<file path="config.mk">
export PLATFORM = sky130hd
export DESIGN_NAME = dac_frame_host
export DESIGN_NICKNAME = d
export VERILOG_FILES = /design/src/rtl/dac_host_pkg.sv /design/src/rtl/dac_word_pack.sv /design/src/rtl/dac_phase_timer.sv /design/src/rtl/dac_bit_shifter.sv /design/src/rtl/dac_frame_host.sv
export SDC_FILE = /design/constraint.sdc
export NUM_CORES = 1
export LEC_CHECK = 0
export BUFFER_PORTS_ARGS = -buffer_cell sky130_fd_sc_hd__buf_4
export CAP_MARGIN = 20
export CORE_UTILIZATION = 55
export CTS_BUF_LIST = sky130_fd_sc_hd__clkbuf_4 sky130_fd_sc_hd__clkbuf_8
export DETAILED_ROUTE_END_ITERATION = 8
export GPL_TIMING_DRIVEN = 0
export PLACE_DENSITY = 0.76
export SYNTH_ARGS = -nofsm -noshare
export SYNTH_HDL_FRONTEND = slang
export SYNTH_SLANG_ARGS = --single-unit
</file>
<file path="constraint.sdc">
create_clock -name clk -period 3.2 [get_ports clk]
set_clock_uncertainty 0.2 [all_clocks]
set_input_delay 0.64 -clock clk [delete_from_list [all_inputs] [get_ports clk]]
set_output_delay 0.64 -clock clk [all_outputs]
set_load 0.03 [all_outputs]
</file>
<file path="src/rtl/dac_host_pkg.sv">
package dac_host_pkg;

   typedef enum logic [2:0] {
      ST_IDLE,
      ST_CSSET,
      ST_FSSET,
      ST_LOW,
      ST_HIGH,
      ST_CSHOLD,
      ST_FSHIGH,
      ST_SETTLE
   } host_state_t;

   function automatic int unsigned imax(input int unsigned a, input int unsigned b);
      return (a > b) ? a : b;
   endfunction

endpackage

</file>
<file path="src/rtl/dac_word_pack.sv">
module dac_word_pack #(
   parameter int CODE_W  = 8,
   parameter int FRAME_W = 16
) (
   input  logic [CODE_W-1:0]  code,
   input  logic               fast,
   input  logic               pdown,
   output logic [FRAME_W-1:0] word
);
   localparam int PAD_W = FRAME_W - 4 - CODE_W;

   generate
      if (PAD_W > 0) begin : g_pad
         assign word = {1'b0, fast, pdown, 1'b0, code, {PAD_W{1'b0}}};
      end else if (PAD_W == 0) begin : g_nopad
         assign word = {1'b0, fast, pdown, 1'b0, code};
      end else begin : g_bad
         $error("dac_word_pack: code wider than frame allows");
         assign word = '0;
      end
   endgenerate
endmodule

</file>
<file path="src/rtl/dac_phase_timer.sv">
module dac_phase_timer #(
   parameter int CNT_W = 8
) (
   input  logic             clk,
   input  logic             rst_n,
   input  logic             load,
   input  logic [CNT_W-1:0] load_val,
   output logic             expired
);
   logic [CNT_W-1:0] cnt_q;

   always_ff @(posedge clk or negedge rst_n) begin
      if (!rst_n)             cnt_q <= '0;
      else if (load)          cnt_q <= load_val;
      else if (cnt_q != '0)   cnt_q <= cnt_q - 1'b1;
   end

   assign expired = (cnt_q == '0);
endmodule

</file>
<file path="src/rtl/dac_bit_shifter.sv">
module dac_bit_shifter #(
   parameter int FRAME_W = 16
) (
   input  logic               clk,
   input  logic               rst_n,
   input  logic               load,
   input  logic [FRAME_W-1:0] word,
   input  logic               shift,
   output logic               msb
);
   logic [FRAME_W-1:0] sh_q;

   always_ff @(posedge clk or negedge rst_n) begin
      if (!rst_n)      sh_q <= '0;
      else if (load)   sh_q <= word;
      else if (shift)  sh_q <= {sh_q[FRAME_W-2:0], 1'b0};
   end

   assign msb = sh_q[FRAME_W-1];
endmodule

</file>
<file path="src/rtl/dac_frame_host.sv">
module dac_frame_host #(
   parameter int CODE_W      = 8,
   parameter int CS_SETUP    = 2,
   parameter int FS_SETUP    = 1,
   parameter int SCLK_HI     = 4,
   parameter int SCLK_LO     = 4,
   parameter int CS_HOLD     = 2,
   parameter int FS_HIGH     = 3,
   parameter int SETTLE_FAST = 375,
   parameter int SETTLE_SLOW = 1125
) (
   input  logic              clk,
   input  logic              rst_n,
   input  logic              req_valid,
   output logic              req_ready,
   input  logic [CODE_W-1:0] req_code,
   input  logic              req_fast,
   input  logic              req_pdown,
   output logic              sel_n,
   output logic              sync_n,
   output logic              sclk,
   output logic              sdo
);
   import dac_host_pkg::*;

   localparam int FRAME_W = 16;
   localparam int BIT_W   = $clog2(FRAME_W);
   localparam int MAX_PH  = imax(imax(imax(CS_SETUP, FS_SETUP), imax(SCLK_HI, SCLK_LO)),
                                 imax(imax(CS_HOLD, FS_HIGH), imax(SETTLE_FAST, SETTLE_SLOW)));
   localparam int CNT_W   = $clog2(MAX_PH + 1);

   generate
      if (CS_SETUP < 1 || FS_SETUP < 1 || SCLK_HI < 1 || SCLK_LO < 1 ||
          CS_HOLD < 1 || FS_HIGH < 1 || SETTLE_FAST < 1 || SETTLE_SLOW < 1) begin : g_chk_ph
         $error("dac_frame_host: every phase length must be at least one cycle");
      end
      if (CODE_W > 12) begin : g_chk_code
         $error("dac_frame_host: code width exceeds the data field");
      end
   endgenerate

   host_state_t       st_q, st_d;
   logic              ld;
   logic [CNT_W-1:0]  ld_val;
   logic              expired;
   logic              cap, shift;
   logic [BIT_W-1:0]  bit_q;
   logic              fast_q, pdown_q;
   logic [FRAME_W-1:0] word;
   logic              msb;

   dac_word_pack #(.CODE_W(CODE_W), .FRAME_W(FRAME_W)) u_pack (
      .code (req_code), .fast (req_fast), .pdown (req_pdown), .word (word)
   );

   dac_phase_timer #(.CNT_W(CNT_W)) u_timer (
      .clk (clk), .rst_n (rst_n), .load (ld), .load_val (ld_val), .expired (expired)
   );

   dac_bit_shifter #(.FRAME_W(FRAME_W)) u_shift (
      .clk (clk), .rst_n (rst_n), .load (cap), .word (word), .shift (shift), .msb (msb)
   );

   always_comb begin
      st_d   = st_q;
      ld     = 1'b0;
      ld_val = '0;
      cap    = 1'b0;
      shift  = 1'b0;
      unique case (st_q)
         ST_IDLE: if (req_valid) begin
            st_d = ST_CSSET; ld = 1'b1; cap = 1'b1;
            ld_val = CNT_W'(CS_SETUP - 1);
         end
         ST_CSSET: if (expired) begin
            st_d = ST_FSSET; ld = 1'b1; ld_val = CNT_W'(FS_SETUP - 1);
         end
         ST_FSSET: if (expired) begin
            st_d = ST_LOW; ld = 1'b1; ld_val = CNT_W'(SCLK_LO - 1);
         end
         ST_LOW: if (expired) begin
            shift = 1'b1; ld = 1'b1;
            if (bit_q == BIT_W'(FRAME_W - 1)) begin
               st_d = ST_CSHOLD; ld_val = CNT_W'(CS_HOLD - 1);
            end else begin
               st_d = ST_HIGH;   ld_val = CNT_W'(SCLK_HI - 1);
            end
         end
         ST_HIGH: if (expired) begin
            st_d = ST_LOW; ld = 1'b1; ld_val = CNT_W'(SCLK_LO - 1);
         end
         ST_CSHOLD: if (expired) begin
            st_d = ST_FSHIGH; ld = 1'b1; ld_val = CNT_W'(FS_HIGH - 1);
         end
         ST_FSHIGH: if (expired) begin
            if (pdown_q) st_d = ST_IDLE;
            else begin
               st_d = ST_SETTLE; ld = 1'b1;
               ld_val = fast_q ? CNT_W'(SETTLE_FAST - 1) : CNT_W'(SETTLE_SLOW - 1);
            end
         end
         ST_SETTLE: if (expired) st_d = ST_IDLE;
         default: st_d = ST_IDLE;
      endcase
   end

   always_ff @(posedge clk or negedge rst_n) begin
      if (!rst_n) begin
         st_q    <= ST_IDLE;
         bit_q   <= '0;
         fast_q  <= 1'b0;
         pdown_q <= 1'b0;
      end else begin
         st_q <= st_d;
         if (cap) begin
            bit_q   <= '0;
            fast_q  <= req_fast;
            pdown_q <= req_pdown;
         end else if (shift) begin
            bit_q <= bit_q + 1'b1;
         end
      end
   end

   assign req_ready = (st_q == ST_IDLE);
   assign sel_n     = (st_q == ST_IDLE) || (st_q == ST_FSHIGH) || (st_q == ST_SETTLE);
   assign sync_n    = !((st_q == ST_FSSET) || (st_q == ST_LOW) ||
                        (st_q == ST_HIGH)  || (st_q == ST_CSHOLD));
   assign sclk      = (st_q != ST_LOW);
   assign sdo       = (st_q == ST_IDLE) ? 1'b0 : msb;
endmodule

</file>
==> run metrics <==
GRT Util Overall=0.259; Lkg Pwr=between 0.0008 and 0.0009 uW; commonest non-fill, non-tap cell in the layout=dfrtp_1; Worst setup SP type=flip-flop; R2R setup slack=0.86 ns; Fmax achieved=around 380 MHz; Area Growth Syn to Fin=15.6%; Die Height=58.9 um; share of cells above drive strength 1=0.212; CTS max path bufs=2; post-cts resize count=0; Worst Path Required=about 2.4 ns; 1st-pass router iterations=4; status=completed; Max-Cap Viols=0; vias in the first global route=about 1.5k; mapped cell area=1780 sq um; r2r worst-path depth=7; final setup vio count=0; Die W=a little under 60 um; Inserted Diodes=0; setup TNS=0 ns; Async SR Flop Fraction=1.00; Row Count=20; crit-path max FO=10; via/cell ratio=between 5 and 6; worst slew pin tran=between 0.5 and 0.6 ns; period utilization=0.819; Worst Slack Setup Final=between 0.5 and 0.6 ns; Slew Limit Fails=0; register bit total from synthesis=32; setup repair bufs after CTS=0; post-synthesis mux area share=0.0126; first-pass GRT wire length=6610 um; Setup CP Type=reg2out; Worst path max stage delay=between 0.4 and 0.5 ns; Clk Latency, worst-skew pair=0.35 ns; VDD IR-drop max=around 0.51 mV; starting density of the core=0.584; WL per Instance=15.1 um; RePlAce Congestion=0.869; Post-CTS Hold Buffers=0; H-tree depth=2; WP data arrival=between 1.5 and 2 ns; Synth Net Count=208; via count=1558; dpl ws=0.912 ns; Worst Hold Class=in2async; initial antenna violation count=0; adder-cell share of the synthesized area=0.0211; worst path cell trace=nand2_1 -> nor2_2 -> inv_2 -> clkbuf_1 -> buf_4; largest family of logic cells by synthesized area=simple AND/OR/NAND/NOR gates; CTS Buf Count=5; Final Hold Fails=0; top-level port count=18; Core Region=3050 sq um; root buf cell=clkbuf_4; hold_ws=about 0.00076 ns; syn avg cell area=9.28 sq um; nets@finish=between 200 and 250; critical path's slowest cell=dfrtp_1; XOR/XNOR share of the synthesized area=0.0246; GRT overflow=0; clock transition at the registers of the reported paths=around 0.11 ns; detailed-route wire length=approximately 4000 um; pwr dens=around 900 nW/um^2; number of synthesized flops with an enable pin=0; initial drt markers=69; Tmin final=2.62 ns; highest-count cells in the layout ignoring fill and taps=32 x dfrtp_1, 22 x o21ai_0, 21 x nand2_1, 18 x buf_4, 13 x nor2_1; Cell variety after synth=47; DRC=0; commonest register cell after synthesis=dfrtp_1; Syn Inst Count=~190; Final Power=1850 uW; RSZ-0062 raised after global routing=false; Ys Warns=0; Fillers=263; sequential area share after synthesis=0.449; Die Area=3470 sq um; Compound-Gate Fraction of Synth Area=0.213; post-route ant nets=0; simple logic cell fraction of the synthesized area=0.232; CP endpoint kind=primary output; buffers added on ports=17; CTS tree=built; Slew headroom=0.632; clk sinks=32; largest net degree at the start of global routing=33; DP HPWL=2760 um
-- metrics by stage --
stage | utilization | instances | instance area (sq um)
6_report | 0.675 | 261 | 2060
5_1_grt | 0.675 | 261 | 2060
4_1_cts | 0.675 | 261 | 2060
3_5_place_dp | 0.643 | 253 | 1960
3_3_place_gp | 0.643 | 253 | 1960
2_1_floorplan | - | 192 | 1780
-- sequential cells by signal, indices dropped and copies added (netlist names) --
register	flops
u_timer.cnt_q	11
fast_q	1
bit_q	4
u_shift.sh_q	12
st_q	3
pdown_q	1
-- layer usage --
layer / global-route usage / routed length (um) / up-vias
li1: - / - / 754
met1: 0.347 / 1820 / 765
met2: 0.391 / 1890 / 32
met3: 0.0527 / 171 / 7
met4: 0.146 / 65 / 0
met5: 0 / 0 / -
-- report_power, final --
group          switching, uW  internal, uW
Combinational            463           337
Sequential               137           558
Clock                    149           207
-- synthesized netlist by cell type (3+ instances only) --
| master | number | share of area |
|---|---|---|
| dfrtp_1 | 32 | 0.45 |
| o21ai_0 | 22 | 0.062 |
| nand2_1 | 21 | 0.044 |
| nor2_1 | 13 | 0.027 |
| nand3_1 | 10 | 0.028 |
| a21oi_1 | 8 | 0.022 |
| or3_1 | 8 | 0.028 |
| clkbuf_1 | 7 | 0.015 |
| inv_1 | 7 | 0.015 |
| o221a_2 | 6 | 0.038 |
| a31oi_1 | 4 | 0.014 |
| buf_2 | 4 | 0.011 |
| ha_1 | 3 | 0.021 |
| o31ai_1 | 3 | 0.013 |
| xor2_1 | 3 | 0.015 |
-- worst paths after layout --
path,startpoint,to
setup / recovery,st_q[1],sclk
hold / removal,rst_n,u_timer.cnt_q[7]
setup reg to reg,u_timer.cnt_q[0],u_timer.cnt_q[0]
hold reg to reg,u_shift.sh_q[11],u_shift.sh_q[12]
max in group asynchronous,rst_n,st_q[1]
min in group clk,req_fast,fast_q
-- kinds of logic after synthesis --
kind of cell    count (synthesis)
flops                          32
simple gates                   73
compound gates                 57
buf+inv                        20
fa+ha+maj                       3
mux                             2
xor+xnor                        5
-- cell type report --
cell class | instances | area (sq um) | share of cell area
multi-input combinational | 140 | 897 | 0.436
sequential | 32 | 801 | 0.389
timing repair buffer | 17 | 128 | 0.0620
clock buffer | 7 | 65.1 | 0.0316
tap | 44 | 55.1 | 0.0267
buffer | 12 | 53.8 | 0.0261
clock inverter | 1 | 30.0 | 0.0146
inverter | 8 | 30.0 | 0.0146
-- critical path: cells and delay by family (launching register included) --
| family | cells | cell delay, ns |
|---|---|---|
| buffers and inverters | 3 | 0.61 |
| flip-flops | 1 | 0.44 |
| AND/OR/NAND/NOR | 2 | 0.40 |
Note: power is estimated with default switching activity, not from simulation.
